<file path="config.mk">
export PLATFORM = sky130hd
export DESIGN_NAME = alu8_cc
export DESIGN_NICKNAME = d
export VERILOG_FILES = /design/src/rtl/alu8_pkg.sv /design/src/rtl/alu8_ctrl.sv /design/src/rtl/alu8_dp.sv /design/src/rtl/alu8_ccreg.sv /design/src/rtl/alu8_cc.sv
export SDC_FILE = /design/constraint.sdc
export NUM_CORES = 1
export LEC_CHECK = 0
export ABC_AREA = 1
export BUFFER_PORTS_ARGS = -buffer_cell sky130_fd_sc_hd__buf_2
export CORE_MARGIN = 1.5
export CORE_UTILIZATION = 40
export DETAILED_ROUTE_END_ITERATION = 8
export GPL_TIMING_DRIVEN = 0
export HOLD_SLACK_MARGIN = 0.1
export SYNTH_ARGS = -nofsm -noshare
export SYNTH_HDL_FRONTEND = slang
export SYNTH_HIERARCHICAL = 1
export SYNTH_SLANG_ARGS = --single-unit
</file>
<file path="constraint.sdc">
create_clock -name clk -period 4 [get_ports clk]
set_input_delay 0.4 -clock clk [delete_from_list [all_inputs] [get_ports clk]]
set_output_delay 0.4 -clock clk [all_outputs]
set_load 0.02 [all_outputs]
</file>
<file path="src/rtl/alu8_pkg.sv">
package alu8_pkg;

  localparam int DATA_W = 8;
  localparam int NIB_W  = DATA_W / 2;
  localparam int CC_W   = 8;
  localparam int OP_W   = 5;

  localparam int FL_C = 0;
  localparam int FL_V = 1;
  localparam int FL_Z = 2;
  localparam int FL_N = 3;
  localparam int FL_I = 4;
  localparam int FL_H = 5;
  localparam int FL_DEF = 6;

  typedef enum logic [OP_W-1:0] {
    OP_ADD  = 5'h00, OP_ADC = 5'h01, OP_SUB = 5'h02, OP_SBC = 5'h03,
    OP_CMP  = 5'h04, OP_AND = 5'h05, OP_BIT = 5'h06, OP_OR  = 5'h07,
    OP_XOR  = 5'h08, OP_MOV = 5'h09, OP_NEG = 5'h0A, OP_COM = 5'h0B,
    OP_INC  = 5'h0C, OP_DEC = 5'h0D, OP_TST = 5'h0E, OP_CLR = 5'h0F,
    OP_LSR  = 5'h10, OP_ASR = 5'h11, OP_ASL = 5'h12, OP_ROR = 5'h13,
    OP_ROL  = 5'h14, OP_DAA = 5'h15, OP_CCLD = 5'h16
  } opcode_e;

  typedef enum logic [2:0] {
    U_PASS, U_ADD, U_SUB, U_LOGIC, U_UNARY, U_SHIFT, U_DAA, U_CCLD
  } unit_e;

  typedef enum logic [1:0] { LF_AND, LF_OR, LF_XOR, LF_MOV } logic_fn_e;

  typedef enum logic [2:0] {
    SF_NEG = 3'd0, SF_COM = 3'd1, SF_INC = 3'd2, SF_DEC = 3'd3,
    SF_TST = 3'd4, SF_CLR = 3'd5
  } unary_fn_e;

  typedef enum logic [2:0] {
    SH_LSR = 3'd0, SH_ASR = 3'd1, SH_ASL = 3'd2, SH_ROR = 3'd3, SH_ROL = 3'd4
  } shift_fn_e;

  typedef struct packed {
    unit_e      unit;
    logic       withCarry;
    logic       keepA;
    logic_fn_e  logicFn;
    logic [2:0] subFn;
  } ctrl_t;

endpackage

</file>
<file path="src/rtl/alu8_ctrl.sv">
module alu8_ctrl
  import alu8_pkg::*;
(
  input  logic            clk,
  input  logic            rstN,
  input  logic [OP_W-1:0] opCode,
  output ctrl_t           ctl
);

  always_comb begin
    ctl = '{unit: U_PASS, withCarry: 1'b0, keepA: 1'b0,
            logicFn: LF_AND, subFn: 3'd0};
    case (opCode)
      OP_ADD:  ctl.unit = U_ADD;
      OP_ADC:  begin ctl.unit = U_ADD; ctl.withCarry = 1'b1; end
      OP_SUB:  ctl.unit = U_SUB;
      OP_SBC:  begin ctl.unit = U_SUB; ctl.withCarry = 1'b1; end
      OP_CMP:  begin ctl.unit = U_SUB; ctl.keepA = 1'b1; end
      OP_AND:  begin ctl.unit = U_LOGIC; ctl.logicFn = LF_AND; end
      OP_BIT:  begin ctl.unit = U_LOGIC; ctl.logicFn = LF_AND; ctl.keepA = 1'b1; end
      OP_OR:   begin ctl.unit = U_LOGIC; ctl.logicFn = LF_OR; end
      OP_XOR:  begin ctl.unit = U_LOGIC; ctl.logicFn = LF_XOR; end
      OP_MOV:  begin ctl.unit = U_LOGIC; ctl.logicFn = LF_MOV; end
      OP_NEG:  begin ctl.unit = U_UNARY; ctl.subFn = SF_NEG; end
      OP_COM:  begin ctl.unit = U_UNARY; ctl.subFn = SF_COM; end
      OP_INC:  begin ctl.unit = U_UNARY; ctl.subFn = SF_INC; end
      OP_DEC:  begin ctl.unit = U_UNARY; ctl.subFn = SF_DEC; end
      OP_TST:  begin ctl.unit = U_UNARY; ctl.subFn = SF_TST; end
      OP_CLR:  begin ctl.unit = U_UNARY; ctl.subFn = SF_CLR; end
      OP_LSR:  begin ctl.unit = U_SHIFT; ctl.subFn = SH_LSR; end
      OP_ASR:  begin ctl.unit = U_SHIFT; ctl.subFn = SH_ASR; end
      OP_ASL:  begin ctl.unit = U_SHIFT; ctl.subFn = SH_ASL; end
      OP_ROR:  begin ctl.unit = U_SHIFT; ctl.subFn = SH_ROR; end
      OP_ROL:  begin ctl.unit = U_SHIFT; ctl.subFn = SH_ROL; end
      OP_DAA:  ctl.unit = U_DAA;
      OP_CCLD: ctl.unit = U_CCLD;
      default: ctl.unit = U_PASS;
    endcase
  end


  keep_a_scope_chk: assert property (@(posedge clk) disable iff (!rstN)
    ctl.keepA |-> (ctl.unit == U_SUB || ctl.unit == U_LOGIC));


  unused_code_pass_chk: assert property (@(posedge clk) disable iff (!rstN)
    (opCode > OP_CCLD) |-> (ctl.unit == U_PASS));

endmodule

</file>
<file path="src/rtl/alu8_dp.sv">
module alu8_dp
  import alu8_pkg::*;
(
  input  logic              clk,
  input  logic              rstN,
  input  ctrl_t             ctl,
  input  logic [DATA_W-1:0] opA,
  input  logic [DATA_W-1:0] opB,
  input  logic [CC_W-1:0]   flagsIn,
  output logic [DATA_W-1:0] result,
  output logic [CC_W-1:0]   flagsNext
);

  localparam logic [DATA_W-1:0] SIGN_MIN = {1'b1, {(DATA_W-1){1'b0}}};
  localparam logic [DATA_W-1:0] SIGN_MAX = {1'b0, {(DATA_W-1){1'b1}}};
  localparam logic [NIB_W-1:0]  BCD_NINE = NIB_W'(9);
  localparam logic [NIB_W-1:0]  BCD_EIGHT = NIB_W'(8);
  localparam logic [NIB_W-1:0]  BCD_FIX = NIB_W'(6);

  logic              cin;
  logic [DATA_W:0]   wide;
  logic [NIB_W:0]    nib;
  logic [DATA_W-1:0] rr;
  logic [NIB_W-1:0]  hiNib;
  logic [NIB_W-1:0]  loNib;
  logic              upFix;
  logic              loFix;
  logic [DATA_W-1:0] daaAdd;

  always_comb begin
    flagsNext = flagsIn;
    result    = opA;
    cin       = ctl.withCarry & flagsIn[FL_C];
    wide      = '0;
    nib       = '0;
    rr        = opA;
    hiNib     = opA[DATA_W-1:NIB_W];
    loNib     = opA[NIB_W-1:0];
    upFix     = 1'b0;
    loFix     = 1'b0;
    daaAdd    = '0;

    case (ctl.unit)
      U_ADD: begin
        wide = {1'b0, opA} + {1'b0, opB} + {{DATA_W{1'b0}}, cin};
        nib  = {1'b0, opA[NIB_W-1:0]} + {1'b0, opB[NIB_W-1:0]} + {{NIB_W{1'b0}}, cin};
        rr   = wide[DATA_W-1:0];
        result = rr;
        flagsNext[FL_H] = nib[NIB_W];
        flagsNext[FL_C] = wide[DATA_W];
        flagsNext[FL_V] = (opA[DATA_W-1] == opB[DATA_W-1]) && (rr[DATA_W-1] != opA[DATA_W-1]);
        flagsNext[FL_N] = rr[DATA_W-1];
        flagsNext[FL_Z] = (rr == '0);
      end

      U_SUB: begin
        wide = {1'b0, opA} - {1'b0, opB} - {{DATA_W{1'b0}}, cin};
        rr   = wide[DATA_W-1:0];
        result = ctl.keepA ? opA : rr;
        flagsNext[FL_C] = wide[DATA_W];
        flagsNext[FL_V] = (opA[DATA_W-1] != opB[DATA_W-1]) && (rr[DATA_W-1] != opA[DATA_W-1]);
        flagsNext[FL_N] = rr[DATA_W-1];
        flagsNext[FL_Z] = (rr == '0);
      end

      U_LOGIC: begin
        case (ctl.logicFn)
          LF_AND:  rr = opA & opB;
          LF_OR:   rr = opA | opB;
          LF_XOR:  rr = opA ^ opB;
          default: rr = opB;
        endcase
        result = ctl.keepA ? opA : rr;
        flagsNext[FL_V] = 1'b0;
        flagsNext[FL_N] = rr[DATA_W-1];
        flagsNext[FL_Z] = (rr == '0);
      end

      U_UNARY: begin
        case (ctl.subFn)
          SF_NEG: begin
            rr = '0 - opA;
            flagsNext[FL_V] = (rr == SIGN_MIN);
            flagsNext[FL_C] = (rr != '0);
          end
          SF_COM: begin
            rr = ~opA;
            flagsNext[FL_V] = 1'b0;
            flagsNext[FL_C] = 1'b1;
          end
          SF_INC: begin
            rr = opA + DATA_W'(1);
            flagsNext[FL_V] = (opA == SIGN_MAX);
          end
          SF_DEC: begin
            rr = opA - DATA_W'(1);
            flagsNext[FL_V] = (opA == SIGN_MIN);
          end
          SF_CLR: begin
            rr = '0;
            flagsNext[FL_V] = 1'b0;
            flagsNext[FL_C] = 1'b0;
          end
          default: begin
            rr = opA;
            flagsNext[FL_V] = 1'b0;
          end
        endcase
        result = rr;
        flagsNext[FL_N] = rr[DATA_W-1];
        flagsNext[FL_Z] = (rr == '0);
      end

      U_SHIFT: begin
        case (ctl.subFn)
          SH_LSR: begin
            rr = {1'b0, opA[DATA_W-1:1]};
            flagsNext[FL_C] = opA[0];
          end
          SH_ASR: begin
            rr = {opA[DATA_W-1], opA[DATA_W-1:1]};
            flagsNext[FL_C] = opA[0];
          end
          SH_ASL: begin
            rr = {opA[DATA_W-2:0], 1'b0};
            flagsNext[FL_C] = opA[DATA_W-1];
          end
          SH_ROR: begin
            rr = {flagsIn[FL_C], opA[DATA_W-1:1]};
            flagsNext[FL_C] = opA[0];
          end
          default: begin
            rr = {opA[DATA_W-2:0], flagsIn[FL_C]};
            flagsNext[FL_C] = opA[DATA_W-1];
          end
        endcase
        result = rr;
        flagsNext[FL_N] = rr[DATA_W-1];
        flagsNext[FL_Z] = (rr == '0);
      end

      U_DAA: begin
        upFix  = flagsIn[FL_C] || (hiNib > BCD_NINE) ||
                 ((hiNib > BCD_EIGHT) && (loNib > BCD_NINE));
        loFix  = flagsIn[FL_H] || (loNib > BCD_NINE);
        daaAdd = {(upFix ? BCD_FIX : {NIB_W{1'b0}}), (loFix ? BCD_FIX : {NIB_W{1'b0}})};
        wide   = {1'b0, opA} + {1'b0, daaAdd};
        rr     = wide[DATA_W-1:0];
        result = rr;
        flagsNext[FL_C] = flagsIn[FL_C] | wide[DATA_W];
        flagsNext[FL_N] = rr[DATA_W-1];
        flagsNext[FL_Z] = (rr == '0);
      end

      U_CCLD: begin
        flagsNext[FL_DEF-1:0] = opB[FL_DEF-1:0];
      end

      default: begin
        flagsNext = flagsIn;
      end
    endcase
  end


  logic_keeps_carry_chk: assert property (@(posedge clk) disable iff (!rstN)
    (ctl.unit == U_LOGIC) |-> (!flagsNext[FL_V] && flagsNext[FL_C] == flagsIn[FL_C]));


  inc_overflow_chk: assert property (@(posedge clk) disable iff (!rstN)
    (ctl.unit == U_UNARY && ctl.subFn == SF_INC && opA == SIGN_MAX)
      |-> (flagsNext[FL_V] && result == SIGN_MIN));


  shift_keeps_v_chk: assert property (@(posedge clk) disable iff (!rstN)
    (ctl.unit == U_SHIFT) |-> (flagsNext[FL_V] == flagsIn[FL_V]));


  daa_sticky_carry_chk: assert property (@(posedge clk) disable iff (!rstN)
    (ctl.unit == U_DAA && flagsIn[FL_C]) |-> flagsNext[FL_C]);


  clear_zero_chk: assert property (@(posedge clk) disable iff (!rstN)
    (ctl.unit == U_UNARY && ctl.subFn == SF_CLR) |-> (result == '0 && flagsNext[FL_Z]));

endmodule

</file>
<file path="src/rtl/alu8_ccreg.sv">
module alu8_ccreg
  import alu8_pkg::*;
(
  input  logic            clk,
  input  logic            rstN,
  input  logic            we,
  input  logic            loadAll,
  input  logic [CC_W-1:0] d,
  output logic [CC_W-1:0] q
);

  always_ff @(posedge clk or negedge rstN) begin
    if (!rstN) q <= '0;
    else if (we) q <= d;
  end


  cc_hold_chk: assert property (@(posedge clk) disable iff (!rstN)
    !we |=> $stable(q));


  ibit_keep_chk: assert property (@(posedge clk) disable iff (!rstN)
    (we && !loadAll) |=> (q[FL_I] == $past(q[FL_I]) && q[CC_W-1:FL_DEF] == $past(q[CC_W-1:FL_DEF])));

endmodule

</file>
<file path="src/rtl/alu8_cc.sv">
module alu8_cc
  import alu8_pkg::*;
(
  input  logic              clk,
  input  logic              rstN,
  input  logic              opValid,
  input  logic [OP_W-1:0]   opCode,
  input  logic [DATA_W-1:0] operandA,
  input  logic [DATA_W-1:0] operandB,
  output logic [DATA_W-1:0] result,
  output logic [CC_W-1:0]   ccOut
);

  ctrl_t           ctl;
  logic [CC_W-1:0] flagsNext;

  alu8_ctrl ctrl_i (
    .clk    (clk),
    .rstN   (rstN),
    .opCode (opCode),
    .ctl    (ctl)
  );

  alu8_dp dp_i (
    .clk       (clk),
    .rstN      (rstN),
    .ctl       (ctl),
    .opA       (operandA),
    .opB       (operandB),
    .flagsIn   (ccOut),
    .result    (result),
    .flagsNext (flagsNext)
  );

  alu8_ccreg ccreg_i (
    .clk     (clk),
    .rstN    (rstN),
    .we      (opValid),
    .loadAll (ctl.unit == U_CCLD),
    .d       (flagsNext),
    .q       (ccOut)
  );

endmodule

</file>
== Word-level counts from Yosys, hierarchy flattened ==
Cells that the tools add are included.
Widths: inputs -> output; s select.
Storage, ports and cells
  flip-flop bits (word level): 6
  bits in latches: 0
  bits in writable memories: 0
  bits in read-only memories: 0
  bits of input ports: 24
  output and inout bits: 16
  logic and storage cells: 127
  memories kept: 0
Operators by class
  add/subtract/negate cells: 10
  multiply operators: 0
  div/mod/pow operators: 0
  magnitude comparators: 3
  equal/unequal tests: 43
  shift operators: 0
  multiplexer cells: 23
  bitwise operators: 6
  reduce and logical (&&, ||, !) cells: 37
Operators with widths (number)
  $logic_not 8->1: 6
  $pmux 8 s6: 1
  $eq 5x4->1 const B: 8
  $mux 8: 5
  $pmux 8 s5: 1
  $eq 5x5->1 const B: 7
  $pmux 8 s4: 1
  $pmux 8 s3: 1
  $pmux 3 s7: 1
  $eq 5x3->1 const B: 4
  $add 8x8->9: 2
  $eq 8x8->1 const B: 2
  $eq 3x3->1 const B: 5
  $pmux 3 s5: 1
  $pmux 2 s7: 1
  $reduce_or 2->1: 7
  $eq 3x2->1 const B: 4
  $gt 4x4->1 const B: 3
  $eq 5x2->1 const B: 2
  $reduce_or 5->1: 2
  $add 9x1->9: 1
  $sub 8x8->9: 1
  $sub 9x1->9: 1
  $add 8x1->8 const B: 1
  39 further kinds: 54

== Logic depth before layout (Yosys ltp) ==
Gate-level depths: netlist of run 1.
  depth in word-level cells: 8
  gate-level depth with buffers: 25

== Modules after synthesis ==
The synthesis of run 1 kept the hierarchy.
By module, submodules not included
  alu8_dp: times used 1, cells each 686, area an instance 3549.7 µm², sequential area each 0.0 µm²
  alu8_ccreg: times used 1, cells each 34, area an instance 305.3 µm², sequential area each 200.2 µm²
  alu8_ctrl: times used 1, cells each 59, area an instance 285.3 µm², sequential area each 0.0 µm²
  alu8_cc: times used 1, cells each 3, area an instance 13.8 µm², sequential area each 0.0 µm²

== Least setup slack after synthesis of run 1 ==
Ideal clock, no wire load.
  path type: input port to output port
  from: input port opCode[4]
  to: output port result[3]
  data arrival time: 2.972 ns
  required time: 3.600 ns
  setup slack: 0.628 ns
  cell stages on the path: 13
  buffers on the path: 1
  cells stage by stage: buf_2 > nand2_1 > o211ai_1 > inv_2 > nor2_1 > ha_1 > a21oi_1 > nand2_1 > nand2_1 > nand3_1 > nand2_1 > nand3_1 > a41oi_1
RTL lines
  start, declared: RTL line alu8_cc.sv:7  | input logic [OP_W-1:0] opCode,
  end, declared: RTL line alu8_cc.sv:10  | output logic [DATA_W-1:0] result,

== Final worst setup path of run 1 ==
  from: input port operandA[1]
  to: output port result[7]
Between the ends
  longest elaborated chain between the ends: 6
  elaborated cells between the ends (all ways): 18
  those cells by class: add/sub (8); order compare (1); mux (6); reduce/logical (3)
RTL lines
  start, declared: RTL line alu8_cc.sv:8  | input logic [DATA_W-1:0] operandA,
  parallel branches: the longest is 5 deep, another holds $sub 8x8->9
  $pmux 8 s6 *: RTL line alu8_dp.sv:43  | case (ctl.unit)
Every way passes the cells marked *. The select of a mux whose other input is x is not followed.

==> out/results.ini, run 1 <==
[sta]
hold_viol_final = 0
rsz0062_at_grt = false
slew_viol_final = 0
tightest_slew_ns = 0.580
finalSetupTns_ns = 0
slew_headroom_pct = 61.2
finalCriticalPeriod_ns = 3.69
period_share_pct = 92.3
finalSetupViolations = 0
skew_ns = 0.00378
fmax_ghz = 0.271

[min_path]
min_path_type = input port to register

[route]
initialDrtViolationCount = 538
vias = 5239
wl_um = 15300
ant_nets = 0
wl_met2_um = 7480
vias_per_cell = 5.43
wl_per_cell_um = 15.8
wl_met1_um = 6570
route.met3.wl_um = 979
firstDrtPassIters = 5
highest_layer = met4
drc = 0

[global_route]
grt_pass1_wl_um = 24700
grt_overflow = 0
grt_pass1_vias = 4866
grtUsageTotal_pct = 27.8
grt_max_degree = 12
antenna_found_initial = 0

[placement]
dpl-instance-area_um2 = 4490
dpl.hpwl_um = 12500
place_congestion = 0.981
io_buffers = 37
dp.cells = 949

[logic_synthesis]
syn_nets = 852
synth_cells = 779
yosysWarnings = 6
syn_avg_cell_area_um2 = 5.31
netlist_area_um2 = 4140

[die]
core_um2 = 9910
die_w_um = 105
rows = 36
fp.dieH_um = 105
pin_count = 40
start_util_pct = 41.8
dieArea_um2 = 11000

[final_layout]
regMostFlops = ccreg_i/q
drive_gt1_share_pct = 12.4
largest_reg_flops = 8
reg_top3 = ccreg_i/q: 8 flops
area_delta_synth_final_pct = 12.7
finalInstanceArea_um2 = 4660
final_cells = 965
layout.nets = 907
n_antenna_cell = 0

[cts]
cts.clk_slew.worst_paths_ns = 0.04
htreeDepth = 1
cts_made_buffers = 3
cts_max_path_buffers = 2
clk_latency_ns = 0.23
clockRootBuffer = clkbuf_8
cts_sinks = 8
cts_tree = done

[setup_path]
worstSetupPathType = input port to output pin
worstPathRequired_ns = 3.60
worst-path-max-fanout = 11
cp_data_arrival_time_ns = 3.29
endpoint_kind = output pin
worstSetupStartpointType = input port

[power_and_ir_drop]
p_leak_nw = 2.64
ir_drop_mv = 0.123
powerDensity_nw_per_um2 = 210

[flow_run]
max_cap_violations = 0

[run_status]
status = complete, no violations

-- path summary, 6_finish.rpt --
check                              from            to  slack, ns  depth (start not counted)
max                         operandA[1]     result[7]       0.31                         23
min                             opValid  ccreg_i/q[0]       0.42                          3
max reg2reg                ccreg_i/q[0]  ccreg_i/q[2]       1.04                         21
min reg2reg                ccreg_i/q[2]  ccreg_i/q[2]       0.49                          2
max in group asynchronous          rstN  ccreg_i/q[6]       3.27                          2
min in group asynchronous          rstN  ccreg_i/q[5]       0.55                          2
-- placed cells by master (no fill, tap or decap), drive strengths merged, types with 7 or more instances in the layout --
master  count
inv       124
buf        64
nand3      95
ha         43
nand2     248
a21oi      40
o21ai      40
clkbuf      7
nor3        9
nor2       82
nand4      16
dfrtp       8
-- area by class of cell --
cell class,instances,area (um^2)
repair buffers,50,288
inverters,128,488
clock buffers,3,41.3
well taps,133,166
plain buffers,19,124
flip-flops and latches,8,200
fillers,1108,5250
multi-input cells,624,3360
-- worst max-delay path, stage by stage --
cell and delay (ns):
clkbuf_4 0.24, clkinvlp_4 0.24, ha_2 0.28, nand2_1 0.09
inv_1 0.06, nor2_1 0.15, inv_1 0.06, nand2_1 0.10
ha_1 0.18, inv_1 0.05, fa_1 0.40, inv_1 0.11
nand2_1 0.06, o21ai_0 0.16, nand2_1 0.07, nand2_1 0.09
nand2_1 0.09, nand2_1 0.08, inv_1 0.04, nand3_1 0.06
nor2_1 0.04, nand2_1 0.06, buf_2 0.16
-- report_power, final --
part	total, mW	internal [mW]	switching, mW
sequential	0.116	0.0949	0.0208
combinational	0.765	0.256	0.509
clock	0.0969	0.0652	0.0318
-- what timing repair did --
action                                 in CTS  in global routing
pin swaps                                   1                  1
endpoints found under the hold margin       8                  0
hold buffers                                1                  0
resized for setup                           1                 10
setup endpoints to repair                   6                  5
setup buffers                               1                 11
-- per-layer routing --
metal	vias up	global-route usage (%)
met5	-	0
met4	0	4.60
met3	25	2.12
met2	186	49.7
met1	2403	36.8
li1	2625	-
-- metrics by stage --
step / setup WS, ns / hold WS (ns) / utilization (%) / power [mW]
floorplan: 0.628 / 0.104 / - / 0.636
global placement: -0.153 / 0.246 / 45.3 / 0.840
detailed placement: -0.304 / 0.259 / 45.3 / 0.851
CTS: 0.0292 / 0.424 / 45.9 / 0.956
global route: 0.0142 / 0.443 / 47.1 / 1.08
finish: 0.309 / 0.422 / 47.1 / 0.978
No activity file was read; power rests on OpenSTA's default activity.
==> inputs of run 2 (changes only) <==
==> constraint.sdc (replaced) <==
create_clock -name clk -period 3.8 [get_ports clk]
set_input_delay 0.38 -clock clk [delete_from_list [all_inputs] [get_ports clk]]
set_output_delay 0.38 -clock clk [all_outputs]
set_load 0.02 [all_outputs]
==> run 2 against run 1 <==
Power grew 5.6%. First-iteration DRC count shrank 17%. Register-to-register slack lost 0.22 ns. Critical path depth shrank 3. Sequential power grew 6%. Sequential cell count is the same. Non-clock buffer count shrank 1. Worst hold slack lost 0.019 ns. Clock power grew 6%. Global-route usage grew 0.17 points.
==> out/results.ini, run 2 (synthesis results as in run 1) <==
[run_status]
status = complete, no violations

[setup_path]
ff2ff_setup_slack_ns = 0.82
worstSetupPathType = input port to output pin
timing.rr.end = ccreg_i/q[2]
crit_slowest_cell = fa_1
critical_path.max_stage_delay_ns = 0.41
cp.depth = 20
path_buf_inv = 8
worstPathRequired_ns = 3.42
path_delay_family = buffers and inverters
cp_data_arrival_time_ns = 3.15
endpoint_kind = output pin
worst-path-max-fanout = 7
rr_worst_depth = 21
path_cells = clkbuf_4 -> buf_8 -> clkinvlp_4 -> ha_2 -> nand2_1 -> inv_1 -> nor2_2 -> inv_1 -> nand2_1 -> ha_1 -> inv_1 -> fa_1 -> inv_1 -> nand2_1 -> nand2_1 -> a21oi_1 -> o21ai_0 -> a21oi_1 -> a41oi_1 -> buf_2
worstSetupStartpointType = input port
r2r_start = ccreg_i/q[0]

[cts]
htreeDepth = 1
cts_sinks = 8
cts.clk_slew.worst_paths_ns = 0.04
cts_made_buffers = 3
cts_tree = done
clk_latency_ns = 0.23
clockRootBuffer = clkbuf_8
cts_max_path_buffers = 2

[route]
drc = 0
ant_nets = 0
vias = 5240
wl_um = 15300
firstDrtPassIters = 5
initialDrtViolationCount = 447
wl_per_cell_um = 15.8
vias_per_cell = 5.44

[die]
die_w_um = 105
dieArea_um2 = 11000
fp.dieH_um = 105
rows = 36
core_um2 = 9910
pin_count = 40
start_util_pct = 41.8

[sta]
fmax_ghz = 0.283
slew_viol_final = 0
skew_ns = 0.00487
tightest_slew_ns = 0.567
whs_ns = 0.403
layout_setup_ws_ns = 0.271
finalSetupTns_ns = 0
slew_headroom_pct = 62.0
finalCriticalPeriod_ns = 3.53
finalSetupViolations = 0
period_share_pct = 92.9
rsz0062_at_grt = false
hold_viol_final = 0

[global_route]
grt_pass1_vias = 4873
grt_pass1_wl_um = 24900
grt_max_degree = 12
grt_overflow = 0
grtUsageTotal_pct = 28.0
antenna_found_initial = 0

[placement]
place_congestion = 0.981
dp.cells = 949
dpl.hpwl_um = 12500
pre_cts_ws_ns = -0.464
io_buffers = 37

[final_layout]
layout.nets = 906
final_common_cell = nand2_1
regMostFlops = ccreg_i/q
n_antenna_cell = 0
reg_top3 = ccreg_i/q: 8 flops
largest_reg_flops = 8
drive_gt1_share_pct = 12.5
area_delta_synth_final_pct = 12.8
final_cells = 964
most-common-layout-cells = 246 x nand2_1, 114 x inv_1, 94 x nand3_1

[power_and_ir_drop]
ir_drop_mv = 0.130
p_leak_nw = 2.64
powerDensity_nw_per_um2 = 221

[min_path]
min_path_type = input port to register
worstHoldEndpoint = ccreg_i/q[0]
holdPathStages = 3
hold_start = opValid

[flow_run]
max_cap_violations = 0

==> run 2: cell types whose count changed in the layout (fill, tap and decap cells not counted), sizes merged <==
cell,change
buf,-1
==> run 2: cell type report <==
type                    count  area [um^2]
well taps                 133          166
plain buffers              19          128
inverters                 128          488
clock buffers               3         41.3
repair buffers             49          287
fillers                  1108         5240
flip-flops and latches      8          200
multi-input cells         624         3360
==> run 2: stage by stage <==
step	instance area (um^2)	power (mW)	util (%)
after floorplan	4140	0.669	-
after global placement	4490	0.885	45.3
after detailed placement	4490	0.896	45.3
after CTS	4590	1.01	46.3
after global routing	4670	1.13	47.1
final	4670	1.03	47.1
==> run 2: layer usage <==
| layer | part of all wire [%] | GRT usage (%) |
|---|---|---|
| met5 | 0 | 0 |
| met2 | 49 | 50.0 |
| met1 | 43 | 36.8 |
| met4 | 1.7 | 4.31 |
| met3 | 6.8 | 2.81 |
==> run 2: worst register-to-register path: cells and delay by family (launching register included) <==
kind                     cells  cell delay [ns]
AND/OR/NAND/NOR             15             1.40
adder cells (fa/ha/maj)      2             0.72
flip-flops                   1             0.51
buffers and inverters        4             0.25
==> run 2: power breakdown <==
group / internal, mW / leakage, nW / switching, mW
Sequential: 0.0999 / 0.107 / 0.0229
Combinational: 0.270 / 2.51 / 0.537
Clock: 0.0687 / 0.0216 / 0.0339
==> run 2: timing repair <==
action,CTS,global route
endpoints found under the hold margin,8,0
endpoints found under the setup margin,7,6
hold buffers,1,0
setup buffers,5,6
gates resized for setup,3,14
pin swaps,1,2
==> run 2: worst max-delay path by stage <==
| stage | slack [ns] | to | startpoint |
|---|---|---|---|
| 2_1_floorplan | 0.47 | result[3] | opCode[4] |
| 3_3_place_gp | -0.31 | result[4] | opCode[2] |
| 3_5_place_dp | -0.46 | result[4] | opCode[2] |
| 4_1_cts | 0.007 | result[4] | opCode[4] |
| 5_1_grt | 0.006 | result[7] | operandA[0] |
| 6_report | 0.27 | result[3] | operandA[0] |
